==> config.mk <==
export PLATFORM = sky130hd
export DESIGN_NAME = rawcap_seq
export DESIGN_NICKNAME = d
export VERILOG_FILES = /design/src/rtl/rawcap_pkg.sv /design/src/rtl/rawcap_cnt.sv /design/src/rtl/rawcap_ctl.sv /design/src/rtl/rawcap_stat.sv /design/src/rtl/rawcap_seq.sv
export SDC_FILE = /design/constraint.sdc
export NUM_CORES = 1
export LEC_CHECK = 0
export BUFFER_PORTS_ARGS = -buffer_cell sky130_fd_sc_hd__buf_4
export CAP_MARGIN = 15
export CELL_PAD_IN_SITES_DETAIL_PLACEMENT = 0
export CELL_PAD_IN_SITES_GLOBAL_PLACEMENT = 1
export CORE_ASPECT_RATIO = 0.8
export CORE_MARGIN = 3
export CORE_UTILIZATION = 40
export CTS_BUF_LIST = sky130_fd_sc_hd__clkbuf_4 sky130_fd_sc_hd__clkbuf_8
export CTS_CLUSTER_DIAMETER = 150
export CTS_CLUSTER_SIZE = 10
export DETAILED_ROUTE_END_ITERATION = 12
export PLACE_DENSITY_LB_ADDON = 0.3
export SLEW_MARGIN = 30
export SYNTH_ARGS = -nofsm -noshare
export SYNTH_HDL_FRONTEND = slang
export SYNTH_SLANG_ARGS = --single-unit
==> constraint.sdc <==
create_clock -name clk -period 3.3 [get_ports clk]
set_input_delay 0.66 -clock clk [delete_from_list [all_inputs] [get_ports clk]]
set_output_delay 0.66 -clock clk [all_outputs]
set_load 0.02 [all_outputs]
==> src/rtl/rawcap_pkg.sv <==
package rawcap_pkg;

  typedef enum logic [1:0] {
    RPT_CONT    = 2'b00,
    RPT_NONCONT = 2'b01,
    RPT_SINGLE  = 2'b10
  } rpt_e;

  typedef enum logic [1:0] {
    ST_IDLE  = 2'b00,
    ST_WSYNC = 2'b01,
    ST_RUN   = 2'b10,
    ST_HALT  = 2'b11
  } seq_st_e;

  localparam int FLG_FRM = 0;
  localparam int FLG_OVR = 1;
  localparam int N_FLG   = 2;

endpackage

==> src/rtl/rawcap_cnt.sv <==
module rawcap_cnt #(
  parameter int FIELD_W = 12,
  parameter int THR_W   = 12
) (
  input  logic               clk,
  input  logic               rst_n,
  input  logic               restart,
  input  logic               acc,
  input  logic [FIELD_W-1:0] size_lo,
  input  logic [FIELD_W-1:0] size_hi,
  input  logic [THR_W-1:0]   thresh,
  output logic               blk_hit,
  output logic               thr_hit
);
  localparam int CNT_W = 2 * FIELD_W;

  logic [CNT_W-1:0] smp_q;
  logic [THR_W-1:0] thr_q;

  function automatic logic [CNT_W-1:0] join_size(input logic [FIELD_W-1:0] hi,
                                                 input logic [FIELD_W-1:0] lo);
    return {hi, lo};
  endfunction

  function automatic logic is_last(input logic [CNT_W-1:0] cnt,
                                   input logic [CNT_W-1:0] len);
    return (cnt + CNT_W'(1)) == len;
  endfunction

  function automatic logic thr_due(input logic [THR_W-1:0] cnt,
                                   input logic [THR_W-1:0] lim);
    return (lim != '0) && ((cnt + THR_W'(1)) == lim);
  endfunction

  assign blk_hit = acc && is_last(smp_q, join_size(size_hi, size_lo));
  assign thr_hit = acc && thr_due(thr_q, thresh);

  always_ff @(posedge clk or negedge rst_n) begin
    if (!rst_n) begin
      smp_q <= '0;
      thr_q <= '0;
    end else if (restart) begin
      smp_q <= '0;
      thr_q <= '0;
    end else if (acc) begin
      if (blk_hit) begin
        smp_q <= '0;
        thr_q <= '0;
      end else begin
        smp_q <= smp_q + CNT_W'(1);
        thr_q <= thr_hit ? '0 : thr_q + THR_W'(1);
      end
    end
  end

  AST_NO_COUNT_ON_RESTART: assert property (@(posedge clk) disable iff (!rst_n)
    restart |=> !blk_hit || (join_size(size_hi, size_lo) == CNT_W'(1)));

endmodule

==> src/rtl/rawcap_ctl.sv <==
module rawcap_ctl
  import rawcap_pkg::*;
(
  input  logic       clk,
  input  logic       rst_n,
  input  logic       sw_en,
  input  logic [1:0] rpt_mode,
  input  logic       sync_en,
  input  logic       sync_in,
  input  logic       blk_hit,
  input  logic       frm_q,
  input  logic       clr_frm,
  output logic       run
);
  seq_st_e st_q, st_d;
  logic    is_cont, is_nc;

  assign is_cont = (rpt_mode == RPT_CONT);
  assign is_nc   = (rpt_mode == RPT_NONCONT);

  function automatic seq_st_e arm_state(input logic need_sync);
    return need_sync ? ST_WSYNC : ST_RUN;
  endfunction

  always_comb begin
    st_d = st_q;
    if (!sw_en) begin
      st_d = ST_IDLE;
    end else begin
      unique case (st_q)
        ST_IDLE:  st_d = arm_state(sync_en);
        ST_WSYNC: if (sync_in) st_d = ST_RUN;
        ST_RUN: begin
          if (blk_hit) begin
            if (is_cont)     st_d = ST_RUN;
            else if (is_nc)  st_d = (frm_q && !clr_frm) ? ST_HALT : ST_RUN;
            else             st_d = ST_HALT;
          end
        end
        ST_HALT:  if (!frm_q) st_d = arm_state(sync_en);
        default:  st_d = ST_IDLE;
      endcase
    end
  end

  always_ff @(posedge clk or negedge rst_n) begin
    if (!rst_n) st_q <= ST_IDLE;
    else        st_q <= st_d;
  end

  assign run = (st_q == ST_RUN);

  AST_SINGLE_HALTS: assert property (@(posedge clk) disable iff (!rst_n)
    (blk_hit && !is_cont && !is_nc) |=> st_q == ST_HALT);
  AST_CONT_KEEPS_RUN: assert property (@(posedge clk) disable iff (!rst_n)
    (blk_hit && is_cont) |=> st_q == ST_RUN);
  AST_WSYNC_NEEDS_PULSE: assert property (@(posedge clk) disable iff (!rst_n)
    (st_q == ST_WSYNC && !sync_in) |=> st_q != ST_RUN);

endmodule

==> src/rtl/rawcap_stat.sv <==
module rawcap_stat
  import rawcap_pkg::*;
(
  input  logic             clk,
  input  logic             rst_n,
  input  logic             blk_hit,
  input  logic             thr_hit,
  input  logic             xfer_ack,
  input  logic [N_FLG-1:0] clr,
  input  logic             ie_cmp,
  input  logic             ie_ovr,
  output logic             xfer_req,
  output logic             frm_q,
  output logic             ovr_q,
  output logic             irq_cmp,
  output logic             irq_ovr
);
  logic             pend_q;
  logic             ovr_set;
  logic [N_FLG-1:0] flg_set, flg_q;

  assign ovr_set = thr_hit && pend_q && !xfer_ack;

  always_comb begin
    flg_set          = '0;
    flg_set[FLG_FRM] = blk_hit;
    flg_set[FLG_OVR] = ovr_set;
  end

  for (genvar g = 0; g < N_FLG; g++) begin : g_flag
    always_ff @(posedge clk or negedge rst_n) begin
      if (!rst_n)          flg_q[g] <= 1'b0;
      else if (flg_set[g]) flg_q[g] <= 1'b1;
      else if (clr[g])     flg_q[g] <= 1'b0;
    end
  end

  always_ff @(posedge clk or negedge rst_n) begin
    if (!rst_n) begin
      pend_q   <= 1'b0;
      xfer_req <= 1'b0;
    end else begin
      pend_q   <= thr_hit || (pend_q && !xfer_ack);
      xfer_req <= thr_hit;
    end
  end

  assign frm_q   = flg_q[FLG_FRM];
  assign ovr_q   = flg_q[FLG_OVR];
  assign irq_cmp = frm_q && ie_cmp;
  assign irq_ovr = ovr_q && ie_ovr;

  AST_FRM_SET_WINS: assert property (@(posedge clk) disable iff (!rst_n)
    blk_hit |=> frm_q);
  AST_OVR_NEEDS_PENDING: assert property (@(posedge clk) disable iff (!rst_n)
    $rose(ovr_q) |-> $past(pend_q));

endmodule

==> src/rtl/rawcap_seq.sv <==
module rawcap_seq
  import rawcap_pkg::*;
#(
  parameter int FIELD_W = 12,
  parameter int THR_W   = 12
) (
  input  logic               clk,
  input  logic               rst_n,
  input  logic               cap_en,
  input  logic               sw_en,
  input  logic [1:0]         rpt_mode,
  input  logic [FIELD_W-1:0] size_lo,
  input  logic [FIELD_W-1:0] size_hi,
  input  logic [THR_W-1:0]   thresh,
  input  logic               sync_en,
  input  logic               sync_in,
  input  logic               xfer_ack,
  input  logic               ie_cmp,
  input  logic               ie_ovr,
  input  logic [1:0]         stat_clr,
  output logic               xfer_req,
  output logic               capturing,
  output logic               stat_frm,
  output logic               stat_ovr,
  output logic               irq_cmp,
  output logic               irq_ovr
);
  logic run, accept, blk_hit, thr_hit;

  assign accept    = cap_en && sw_en && run;
  assign capturing = run;

  rawcap_cnt #(.FIELD_W(FIELD_W), .THR_W(THR_W)) u_cnt (
    .clk     (clk),
    .rst_n   (rst_n),
    .restart (!sw_en),
    .acc     (accept),
    .size_lo (size_lo),
    .size_hi (size_hi),
    .thresh  (thresh),
    .blk_hit (blk_hit),
    .thr_hit (thr_hit)
  );

  rawcap_ctl u_ctl (
    .clk      (clk),
    .rst_n    (rst_n),
    .sw_en    (sw_en),
    .rpt_mode (rpt_mode),
    .sync_en  (sync_en),
    .sync_in  (sync_in),
    .blk_hit  (blk_hit),
    .frm_q    (stat_frm),
    .clr_frm  (stat_clr[FLG_FRM]),
    .run      (run)
  );

  rawcap_stat u_stat (
    .clk      (clk),
    .rst_n    (rst_n),
    .blk_hit  (blk_hit),
    .thr_hit  (thr_hit),
    .xfer_ack (xfer_ack),
    .clr      (stat_clr),
    .ie_cmp   (ie_cmp),
    .ie_ovr   (ie_ovr),
    .xfer_req (xfer_req),
    .frm_q    (stat_frm),
    .ovr_q    (stat_ovr),
    .irq_cmp  (irq_cmp),
    .irq_ovr  (irq_ovr)
  );

  AST_XFER_AFTER_ACCEPT: assert property (@(posedge clk) disable iff (!rst_n)
    xfer_req |-> $past(accept));
  AST_IDLE_QUIET: assert property (@(posedge clk) disable iff (!rst_n)
    (!sw_en && $past(!sw_en)) |-> !xfer_req);

endmodule

# ---- After elaboration in Yosys (flattened, before gate mapping)
# Index checks and enable logic that the tools add are counted.
dict set report totals {
  ff_bits 42
  wordCells 59
}
dict set report classes {
  n_reduce_logical 20
  addsub 2
  n_mux 20
  n_eq_ne 10
}
# op n
set ops {}
lappend ops {{$mux 24} 3}
lappend ops {{$mux 12} 4}
lappend ops {{$add 24x1->24 const B} 1}
lappend ops {{$eq 24x24->1} 1}
lappend ops {{$mux 2} 7}
lappend ops {{$add 12x1->12 const B} 1}
lappend ops {{$eq 12x12->1} 1}
lappend ops {{$reduce_bool 12->1} 1}
lappend ops {{$logic_and 1x1->1} 11}
lappend ops {{$pmux 2 s4} 1}
lappend ops {{$ne 3x3->1 const B} 2}
lappend ops {{$mux 1} 5}
lappend ops {{$eq 2x1->1 const B} 2}
lappend ops {{$eq 2x2->1 const B} 2}
lappend ops {{$logic_not 2->1} 2}
lappend ops {{$reduce_bool 2->1} 2}
lappend ops {{$ne 3x2->1 const B} 1}
lappend ops {{$reduce_and 3->1} 1}
lappend ops {{$logic_not 1->1} 2}
lappend ops {{$ne 2x1->1 const B} 1}
lappend ops {{$logic_or 1x1->1} 1}

# ---- Longest topological paths before layout
# Gate-level depths: netlist of the first run.
dict set report logic_depth {
  word_depth 8
  ltp_mapped 13
  depth_no_buf 10
}

# ---- Hierarchy
# Synthesis of the first run repeated with hierarchy kept, for this count alone.
dict set report hier_totals {
  cells_unflattened 428
  area_unflattened_um2 3606.0
}
# mod seq_area_each_um2 instances cells_each area_each_um2
set modules_own_cells {}
lappend modules_own_cells {rawcap_cnt 900.9 1 395 3255.6}
lappend modules_own_cells {rawcap_ctl 50.0 1 19 190.2}
lappend modules_own_cells {rawcap_stat 100.1 1 12 150.1}
lappend modules_own_cells {rawcap_seq 0.0 1 2 10.0}

# ---- Worst setup path before layout of the first run
# Ideal clock, no wire load.
dict set report synth_timing {
  kind {register to register}
  from {reg u_cnt.smp_q[0]}
  to {reg u_cnt.thr_q[6]}
  required_time_ns 3.169
  n_path_buf 2
  t_arrival_ns 3.046
  setup_time_ns 0.131
  slack_ns 0.123
  path_stages_with_launch 12
  cell_sequence {dfrtp_1 > ha_1 > nand3_2 > or4_1 > buf_2 > a211oi_1 > a21oi_1 > or4_4 > nor4_4 > or3_1 > buf_6 > o211ai_1}
}
dict set report synth_via {
  elab_chain_len 6
}
# element line
set synth_lines {}
lappend synth_lines {{start: declaration} rawcap_cnt.sv:17} ;# logic [CNT_W-1:0] smp_q;
lappend synth_lines {{start signal: assignment} rawcap_cnt.sv:50} ;# smp_q <= smp_q + CNT_W'(1);
lappend synth_lines {{$add 24x1->24} rawcap_cnt.sv:27} ;# return (cnt + CNT_W'(1)) == len;
lappend synth_lines {{$eq 24x24->1} rawcap_cnt.sv:27}
lappend synth_lines {{$logic_and 1x1->1} rawcap_cnt.sv:35} ;# assign blk_hit = acc && is_last(smp_q, join_size(size_hi, size_lo));
lappend synth_lines {{$mux 12} rawcap_cnt.sv:46} ;# if (blk_hit) begin
lappend synth_lines {{$mux 12} rawcap_cnt.sv:45} ;# end else if (acc) begin
lappend synth_lines {{$mux 12} rawcap_cnt.sv:42} ;# end else if (restart) begin
lappend synth_lines {{end signal: assignment} rawcap_cnt.sv:51} ;# thr_q <= thr_hit ? '0 : thr_q + THR_W'(1);
lappend synth_lines {{end: declaration} rawcap_cnt.sv:18} ;# logic [THR_W-1:0] thr_q;
# No other way between the ends. The select of a mux whose other input is x is not followed.
# A chain may end at the register's enable or synchronous reset.

# ---- Worst setup path in the final report of the first run
dict set report layout_timing {
  from {reg u_cnt.smp_q[0]}
  to {reg u_cnt.smp_q[16]}
}
dict set report layout_via {
  elab_chain_len 6
}
# element line
set layout_lines {}
lappend layout_lines {{$add 24x1->24 *} {rawcap_cnt.sv:27, rawcap_cnt.sv:50}}
lappend layout_lines {{$eq 24x24->1} rawcap_cnt.sv:27}
lappend layout_lines {{$logic_and 1x1->1} rawcap_cnt.sv:35}
lappend layout_lines {{$mux 24 *} rawcap_cnt.sv:46}
lappend layout_lines {{$mux 24 *} rawcap_cnt.sv:45}
lappend layout_lines {{$mux 24 *} rawcap_cnt.sv:42}
# Every way passes the cells marked *; elsewhere a longest branch is shown, timed or not. The select of a mux whose other input is x is not followed.

==> results.py, run 1 <==
metrics = {
    "run_status": {
        "status": "finished clean",
    },
    "floorplanning": {
        "die_x_um": 110,
        "die_area_sq_mm": 0.00977,
        "io_pins": 55,
        "start_util": 0.422,
        "num_rows": 29,
        "die_h_um": 89.0,
        "core_sq_mm": 0.00816,
    },
    "final_layout": {
        "drive_gt1_frac": 0.232,
        "utilization": 0.513,
        "area_growth_pct": 21.5,
        "layout.nets": 537,
        "antenna_cells": 0,
    },
    "global_routing": {
        "grt_max_degree": 43,
        "grt_pass1_wl_mm": 16.0,
        "antenna_found_initial": 0,
        "overflow": 0,
        "grt_usage": 0.209,
        "grt_pass1_vias": 3223,
    },
    "timing": {
        "relSlewSlack": 0.623,
        "skew_ns": 0.00342,
        "maxClockFrequency_ghz": 0.314,
        "tns_ns": 0,
        "setup_viol": 0,
        "worst_pin_slew_ns": 0.558,
        "rsz0062_at_grt": "false",
        "final-hold-violation-count": 0,
        "period_share": 0.964,
        "hold_ws_ns": 0.344,
        "timing.final.crit_period_ns": 3.18,
        "fin_ws_ns": 0.117,
        "drv_slew": 0,
    },
    "logic_synthesis": {
        "synth_cell_type_count": 56,
        "yosysTopAreaCellShare": 0.305,
        "synth_edf_count": 0,
        "ys_seq_area_frac": 0.305,
        "yosys_warnings": 0,
        "ys_ff_latch": 42,
        "synth_area_sq_mm": 0.00345,
        "synth_top_flop_cell": "dfrtp_1",
        "netlist_instances": 422,
        "synth.net_count": 476,
        "yosysTopAreaCell": "dfrtp_1",
        "ys_async_sr_fraction": 1.00,
        "syn_avg_cell_area_sq_um": 8.17,
        "synth.area.top_cells": "dfrtp_1, xnor2_1, nand2_1, nand4_1, xor2_1",
    },
    "setup_path": {
        "worst-setup-path-type": "register to register",
        "path_max_fanout": 17,
        "crit_top_cell": "buf_4",
        "max_stage_delay_ns": 0.48,
        "path_buf_inv": 2,
        "start_kind": "register",
        "path_cells": "ha_1, nand3_2, buf_4, or3_1, o31ai_1, nand4_1, or4_1, buf_4, nand2_8, o311ai_0",
        "arrival_ns": 3.34,
        "crit_slowest_cell": "o31ai_1",
        "worstPathRequired_ns": 3.46,
        "crit_family": "simple AND/OR/NAND/NOR gates",
        "critPathCaptureType": "register",
    },
    "placed_design": {
        "hpwl_mm": 7.25,
        "pre_cts_slack_ns": -0.0114,
        "portBuffers": 54,
        "routabilityCongestion": 0.918,
    },
    "pwr": {
        "p_leak_nw": 1.69,
        "ir_drop_uv": 227,
        "pwr_density_cell_mw_per_mm2": 290,
        "power_mw": 1.22,
    },
    "clocking": {
        "cts_made_buffers": 5,
        "clock_sinks": 42,
        "clock_path_buffers": 2,
        "clkLatencyLatePin_ns": 0.30,
        "clkSlewWorstSetupHoldPaths_ns": 0.08,
        "cts_hold_buf": 0,
        "htreeDepth": 2,
        "cts_root_buffer": "clkbuf_8",
        "cts_tree": "built",
    },
    "detailed_routing": {
        "drc": 0,
        "vias_per_cell": 5.74,
        "drtIter0Drc": 266,
        "postRouteWirelength_mm": 9.69,
        "num_vias": 3388,
        "first_pass_iters": 5,
        "ant_nets": 0,
        "wl_per_cell_um": 16.4,
    },
    "run": {
        "maxCapViolations": 0,
    },
    "hold_path": {
        "hp-class": "input pin to async pin",
    },
}
[final timing paths]
check,startpoint,end,slack [ns],cells after the start
min in group clk,u_stat.pend_q,u_stat.pend_q,0.48,2
hold reg to reg,u_stat.pend_q,u_stat.pend_q,0.48,2
hold / removal,rst_n,u_cnt.thr_q[2],0.34,1
setup reg to reg,u_cnt.smp_q[0],u_cnt.smp_q[16],0.12,10
setup / recovery,u_cnt.smp_q[0],u_cnt.smp_q[16],0.12,10
max in group asynchronous,rst_n,u_cnt.smp_q[5],2.54,1
[area by class of cell]
class	instances	area (sq um)
Fill cell	784	3980
Tap cell	108	135
Sequential cell	42	1060
Inverter	16	60.1
Timing Repair Buffer	82	616
Multi-Input combinational cell	336	2240
Clock buffer	6	82.6
[kinds of logic (layout without fill, tap and decap cells)]
| logic type | count (synthesis) | in the layout | share of synthesized area |
|---|---|---|---|
| compound gates | 67 | 67 | 0.135 |
| xor+xnor | 57 | 57 | 0.145 |
| fa+ha+maj | 5 | 5 | 0.0182 |
| buf+inv | 44 | 104 | 0.0617 |
| flops | 42 | 42 | 0.305 |
| mux | 2 | 2 | 0.00581 |
| simple gates | 205 | 205 | 0.329 |
[synth_stat cells, types with 4 or more instances]
library cell / count
a21oi_1: 8
a31oi_1: 5
and2_1: 5
and3_1: 12
buf_2: 4
buf_6: 4
clkbuf_1: 13
dfrtp_1: 42
ha_1: 5
inv_1: 16
nand2_1: 68
nand3_1: 22
nand4_1: 27
nand4b_1: 4
nor2_1: 11
nor3_1: 15
nor4_1: 6
o211ai_1: 6
o21ai_0: 6
o21ai_1: 9
o311ai_1: 11
or3_1: 5
or4_1: 8
xnor2_1: 40
xor2_1: 17
[power breakdown]
| group | internal [mW] | leakage, nW | switching [mW] |
|---|---|---|---|
| combinational | 0.137 | 1.07 | 0.172 |
| sequential | 0.533 | 0.576 | 0.0261 |
| clock | 0.162 | 0.0431 | 0.185 |
| total | 0.832 | 1.69 | 0.383 |
[cell usage in the layout (no fill, tap or decap), types with 5 or more instances in the layout]
master	netlist	layout
a21oi_1	8	8
nand2_1	68	68
a31oi_1	5	5
o211ai_1	6	6
clkbuf_8	0	6
xor2_1	17	17
nand3_1	22	22
and2_1	5	5
o311ai_1	11	11
inv_1	16	16
nor4_1	6	5
o21ai_1	9	9
nor3_1	15	12
nor2_1	11	11
xnor2_1	40	39
dfrtp_1	42	37
buf_4	3	82
o21ai_0	6	6
or4_1	8	7
and3_1	12	12
nand4_1	27	27
ha_1	5	5
dfrtp_2	0	5
[registers in the layout, indices dropped and copies added, names as in the netlist]
signal           flops
u_ctl.st_q           2
u_cnt.smp_q         24
u_stat.frm_q         1
u_stat.pend_q        1
u_stat.ovr_q         1
u_cnt.thr_q         12
u_stat.xfer_req      1
[per-stage QoR]
| step | area (sq um) | std cells |
|---|---|---|
| global placement | 4040 | 584 |
| global route | 4190 | 590 |
| finish | 4190 | 590 |
| CTS | 4130 | 590 |
| floorplan | 3450 | 422 |
| detailed placement | 4040 | 584 |
[layer usage]
metal	routed length [um]	track usage
met4	95	0.0510
met1	4790	0.307
met3	586	0.0368
met2	4220	0.317
met5	0	0
[timing repair]
| item | in CTS | in global routing |
|---|---|---|
| endpoints found under the hold margin | 0 | 0 |
| buffers inserted | 0 | 0 |
| setup endpoints to repair | 2 | 31 |
| resized for setup | 0 | 14 |
Power figures use the tool's default switching activity.
==> run 2, diff against run 1 <==
--- a/config.mk
+++ b/config.mk
@@ -11,7 +11,7 @@
 export CELL_PAD_IN_SITES_GLOBAL_PLACEMENT = 1
 export CORE_ASPECT_RATIO = 0.8
 export CORE_MARGIN = 3
-export CORE_UTILIZATION = 40
+export CORE_UTILIZATION = 44
 export CTS_BUF_LIST = sky130_fd_sc_hd__clkbuf_4 sky130_fd_sc_hd__clkbuf_8
 export CTS_CLUSTER_DIAMETER = 150
 export CTS_CLUSTER_SIZE = 10
==> constraint.sdc (replaced) <==
create_clock -name clk -period 3.5 [get_ports clk]
set_input_delay 0.7 -clock clk [delete_from_list [all_inputs] [get_ports clk]]
set_output_delay 0.7 -clock clk [all_outputs]
set_load 0.02 [all_outputs]
==> run 2 against run 1 <==
Net effect:
- cell count fell by 2.0%
- clock power rose by 16%
- register-to-register slack improved by 0.13 ns
- critical path depth is 1 lower
- critical path type unchanged
==> results.py, run 2 (synthesis results as in run 1) <==
metrics = {
    "run_status": {
        "status": "finished clean",
    },
    "final_layout": {
        "antenna_cells": 0,
        "largest_reg_flops": 24,
        "final_cells": 578,
        "final_common_cell": "buf_4",
        "multiInputGateArea_sq_mm": 0.00219,
        "mostFrequentLayoutCells": "buf_4, nand2_1, xnor2_1",
        "reg.largest.list": "u_cnt.smp_q (24), u_cnt.thr_q (12), u_ctl.st_q (2)",
        "regMostFlops": "u_cnt.smp_q",
        "drive_gt1_frac": 0.214,
        "area_growth_pct": 19.3,
        "nFillCells": 737,
        "seq_area_sq_mm": 0.00106,
        "layout.nets": 527,
    },
    "placed_design": {
        "hpwl_mm": 6.94,
        "portBuffers": 54,
        "routabilityCongestion": 0.919,
        "dp.cells": 571,
    },
    "floorplanning": {
        "die_h_um": 85.2,
        "core_sq_mm": 0.00750,
        "start_util": 0.460,
        "die_x_um": 105,
        "num_rows": 28,
        "io_pins": 55,
        "die_area_sq_mm": 0.00894,
    },
    "setup_path": {
        "reg2reg_slack_ns": 0.25,
        "arrival_ns": 3.41,
        "path_max_fanout": 17,
        "path_buf_inv": 1,
        "worstPathRequired_ns": 3.66,
        "critPathCaptureType": "register",
        "worstRegToRegCells": 9,
        "crit_slowest_cell": "or4_1",
        "start_kind": "register",
        "reg2reg_from": "u_cnt.smp_q[11]",
        "path_cells": "nand4_2, or4_4, xnor2_1, o2111ai_1, a2111o_1, or4_1, buf_12, nand2_4, o311ai_0",
        "max_stage_delay_ns": 0.59,
        "crit_family": "simple AND/OR/NAND/NOR gates",
        "r2r-end": "u_cnt.smp_q[19]",
        "crit_cells": 9,
        "worst-setup-path-type": "register to register",
    },
    "detailed_routing": {
        "postRouteWirelength_mm": 9.45,
        "num_vias": 3377,
        "vias_per_cell": 5.84,
        "wl_per_cell_um": 16.3,
        "ant_nets": 0,
        "first_pass_iters": 5,
        "drc": 0,
        "drtIter0Drc": 200,
    },
    "global_routing": {
        "overflow": 0,
        "antenna_found_initial": 0,
        "grt_max_degree": 43,
        "grt_pass1_wl_mm": 15.7,
        "grt_pass1_vias": 3257,
        "grt_usage": 0.213,
    },
    "timing": {
        "timing.final.crit_period_ns": 3.25,
        "skew_ns": 0.00836,
        "final-hold-violation-count": 0,
        "drv_slew": 0,
        "relSlewSlack": 0.584,
        "hold_ws_ns": 0.393,
        "maxClockFrequency_ghz": 0.307,
        "worst_pin_slew_ns": 0.624,
        "period_share": 0.930,
        "setup_viol": 0,
    },
    "pwr": {
        "p_leak_nw": 1.63,
        "pwr_density_cell_mw_per_mm2": 295,
        "power_mw": 1.21,
        "ir_drop_uv": 228,
    },
    "clocking": {
        "clock_path_buffers": 2,
        "cts_made_buffers": 5,
        "cts_tree": "built",
        "clock_sinks": 42,
        "cts_setup_buffers": 0,
        "htreeDepth": 2,
        "clkSlewWorstSetupHoldPaths_ns": 0.09,
        "cts_root_buffer": "clkbuf_8",
        "clkLatencyLatePin_ns": 0.30,
    },
    "run": {
        "maxCapViolations": 0,
    },
    "hold_path": {
        "hp-class": "input pin to async pin",
    },
}
## run 2: how the worst max path moves through the flow
stage | start | to
after floorplan | u_cnt.smp_q[0] | u_cnt.thr_q[6]
after global placement | sw_en | u_cnt.smp_q[16]
after detailed placement | sw_en | u_cnt.smp_q[19]
after CTS | u_cnt.smp_q[0] | u_cnt.thr_q[6]
after global routing | u_cnt.smp_q[1] | u_cnt.smp_q[16]
final | u_cnt.smp_q[11] | u_cnt.smp_q[19]
## run 2: repair_timing
item	4_1_cts	5_1_grt
hold buffers	0	0
setup endpoints to repair	0	31
resized for setup	0	10
## run 2: cell type report
type | count | share of cell area
multi-input cells | 336 | 0.534
flip-flops and latches | 42 | 0.258
repair buffers | 72 | 0.135
well taps | 105 | 0.0320
clock buffers | 6 | 0.0201
inverters | 16 | 0.0146
clock inverters | 1 | 0.00731
## run 2: power by group
part           total (mW)  internal [mW]  switching, mW
registers           0.528          0.503         0.0255
clock network       0.404          0.229          0.176
logic               0.279          0.121          0.158
total                1.21          0.852          0.359
## run 2: per-stage QoR
| step | area, sq um | utilization | setup WS [ns] | TNS (ns) |
|---|---|---|---|---|
| 2_1_floorplan | 3450 | - | 0.323 | 0 |
| 3_3_place_gp | 3980 | 0.531 | 0.148 | 0 |
| 3_5_place_dp | 3980 | 0.531 | 0.114 | 0 |
| 4_1_cts | 4090 | 0.546 | 0.0928 | 0 |
| 5_1_grt | 4110 | 0.548 | -0.000400 | -0.000400 |
| 6_report | 4110 | 0.548 | 0.246 | 0 |
## run 2: metal layers
metal / wire length, um / vias to the layer above / part of all wire / global-route usage
li1: - / 1644 / - / -
met1: 4630 / 1616 / 0.49 / 0.320
met2: 4080 / 108 / 0.43 / 0.318
met3: 660 / 9 / 0.070 / 0.0403
met4: 74 / 0 / 0.0078 / 0.0501
met5: 0 / - / 0 / 0
==> run 3, diff against run 2 <==
--- a/config.mk
+++ b/config.mk
@@ -10,13 +10,13 @@
 export CELL_PAD_IN_SITES_DETAIL_PLACEMENT = 0
 export CELL_PAD_IN_SITES_GLOBAL_PLACEMENT = 1
 export CORE_ASPECT_RATIO = 0.8
-export CORE_MARGIN = 3
-export CORE_UTILIZATION = 44
-export CTS_BUF_LIST = sky130_fd_sc_hd__clkbuf_4 sky130_fd_sc_hd__clkbuf_8
+export CORE_MARGIN = 2
+export CORE_UTILIZATION = 43
 export CTS_CLUSTER_DIAMETER = 150
 export CTS_CLUSTER_SIZE = 10
 export DETAILED_ROUTE_END_ITERATION = 12
 export PLACE_DENSITY_LB_ADDON = 0.3
+export RECOVER_POWER = 25
 export SLEW_MARGIN = 30
 export SYNTH_ARGS = -nofsm -noshare
 export SYNTH_HDL_FRONTEND = slang
==> run 3 against run 2 <==
Net effect:
- the run now ends with capacitance limit, slew limit left
- design area is 1.2% lower
- sequential cell count stayed put
- hold slack better by 0.096 ns
- highest routed layer unchanged
- critical path depth is 1 higher
- die area is 2.1% lower
- clock skew is 0.0011 ns higher
==> results.py, run 3 (synthesis results as in run 1) <==
metrics = {
    "run_status": {
        "status": "finished with violations",
        "violations": "capacitance limit, slew limit",
    },
    "pwr": {
        "p_clk_frac": 0.283,
        "p_sw_uw": 364,
        "pwr-share-comb": 0.249,
        "p_leak_nw": 1.61,
        "power_frac_seq": 0.469,
        "p_int_uw": 763,
        "pwr_density_cell_mw_per_mm2": 278,
        "swShare": 0.323,
        "power_mw": 1.13,
        "ir_drop_uv": 177,
    },
    "floorplanning": {
        "die_x_um": 104,
        "die_area_sq_mm": 0.00875,
        "core_sq_mm": 0.00784,
        "die_h_um": 84.1,
        "num_rows": 29,
        "io_pins": 55,
        "start_util": 0.440,
    },
    "setup_path": {
        "path_max_fanout": 25,
        "worstRegToRegCells": 10,
        "reg2reg_slack_ns": 0.24,
        "arrival_ns": 3.43,
        "start_kind": "register",
        "worst-setup-path-type": "register to register",
        "critPathCaptureType": "register",
        "worstPathRequired_ns": 3.67,
    },
    "run": {
        "maxCapViolations": 1,
    },
    "clocking": {
        "clkSlewWorstSetupHoldPaths_ns": 0.09,
        "cts_tree": "built",
        "cts_made_buffers": 5,
        "clock_sinks": 42,
        "clkLatencyLatePin_ns": 0.30,
        "cts_root_buffer": "clkbuf_8",
        "cts_hold_buf": 0,
        "htreeDepth": 2,
        "clock_path_buffers": 2,
    },
    "timing": {
        "final-hold-violation-count": 0,
        "maxClockFrequency_ghz": 0.306,
        "skew_ns": 0.00945,
        "relSlewSlack": -0.581,
        "drv_slew": 43,
        "timing.final.crit_period_ns": 3.26,
        "period_share": 0.932,
        "tns_ns": 0,
        "worst_pin_slew_ns": 2.37,
        "setup_viol": 0,
    },
    "hold_path": {
        "hp-class": "register to register",
        "hold_depth": 2,
    },
    "placed_design": {
        "placed_area_sq_mm": 0.00397,
        "routabilityCongestion": 0.876,
        "portBuffers": 54,
        "hpwl_mm": 6.82,
    },
    "detailed_routing": {
        "ant_nets": 0,
        "drtIter0Drc": 168,
        "num_vias": 3294,
        "wl_per_cell_um": 16.0,
        "postRouteWirelength_mm": 9.24,
        "vias_per_cell": 5.69,
        "first_pass_iters": 4,
        "drc": 0,
    },
    "final_layout": {
        "largest_reg_flops": 24,
        "nFillCells": 792,
        "area_growth_pct": 17.8,
        "reg.largest.list": "u_cnt.smp_q (24), u_cnt.thr_q (12), u_ctl.st_q (2)",
        "layout.nets": 525,
        "fin_area_sq_mm": 0.00406,
        "regMostFlops": "u_cnt.smp_q",
        "seq_area_sq_mm": 0.00105,
        "antenna_cells": 0,
        "mostFrequentLayoutCells": "nand2_1, buf_4, xnor2_1, dfrtp_1, nand4_1",
        "drive_gt1_frac": 0.191,
        "multiInputGateArea_sq_mm": 0.00220,
        "utilization": 0.518,
    },
    "global_routing": {
        "grt_pass1_vias": 3160,
        "grt_pass1_wl_mm": 15.5,
        "grt_usage": 0.218,
        "overflow": 0,
        "grt_max_degree": 43,
        "antenna_found_initial": 0,
    },
}
[run 3: repair_timing]
action                                 in CTS  in global routing
setup buffers                               0                  0
setup endpoints to repair                   0                 28
resized for setup                           0                  4
endpoints found under the hold margin       0                  0
[run 3: critical path, cell delays in order, from the launching register on]
cell and delay [ns]:
dfrtp_2 0.45, nand4_2 0.23, buf_4 0.22, nor4_2 0.35, buf_4 0.21, nand4b_1 0.16, a2111o_1 0.43, or4_1 0.57
buf_12 0.21, nand2_8 0.15, o311ai_0 0.12
[run 3: worst paths after layout]
| path | end | from |
|---|---|---|
| setup reg to reg | u_cnt.smp_q[16] | u_cnt.smp_q[3] |
| min in group asynchronous | u_stat.pend_q | rst_n |
| hold reg to reg | u_stat.pend_q | u_stat.pend_q |
| setup / recovery | u_cnt.smp_q[16] | u_cnt.smp_q[3] |
| max in group asynchronous | u_cnt.smp_q[0] | rst_n |
| hold / removal | u_stat.pend_q | u_stat.pend_q |
[run 3: cell type report]
type                       count  share of cell area
multi-input combinational    336               0.541
sequential                    42               0.260
clock buffer                   6              0.0179
tap                          108              0.0333
inverter                      16              0.0148
clock inverter                 1             0.00185
timing repair buffer          70               0.132
[run 3: power groups by stage]
stage | logic (mW) | registers [mW] | clock network [mW]
global placement | 0.275 | 0.535 | 0
global route | 0.317 | 0.533 | 0.345
floorplan | 0.176 | 0.531 | 0
detailed placement | 0.280 | 0.537 | 0
finish | 0.280 | 0.528 | 0.318
CTS | 0.281 | 0.528 | 0.323
[run 3: per-stage QoR]
stage	worst slack, ns	hold WS (ns)	cells
4_1_cts	0.0719	0.415	579
3_5_place_dp	0.122	0.473	572
6_report	0.237	0.489	579
3_3_place_gp	0.143	0.464	572
5_1_grt	-0.0000493	0.531	579
2_1_floorplan	0.323	0.404	422
[run 3: metal layers]
metal | share of wire | GRT usage | up-vias
met5 | 0 | 0 | -
met2 | 0.45 | 0.346 | 70
met4 | 0.0077 | 0.0467 | 0
met1 | 0.50 | 0.310 | 1577
li1 | - | - | 1638
met3 | 0.045 | 0.0383 | 9
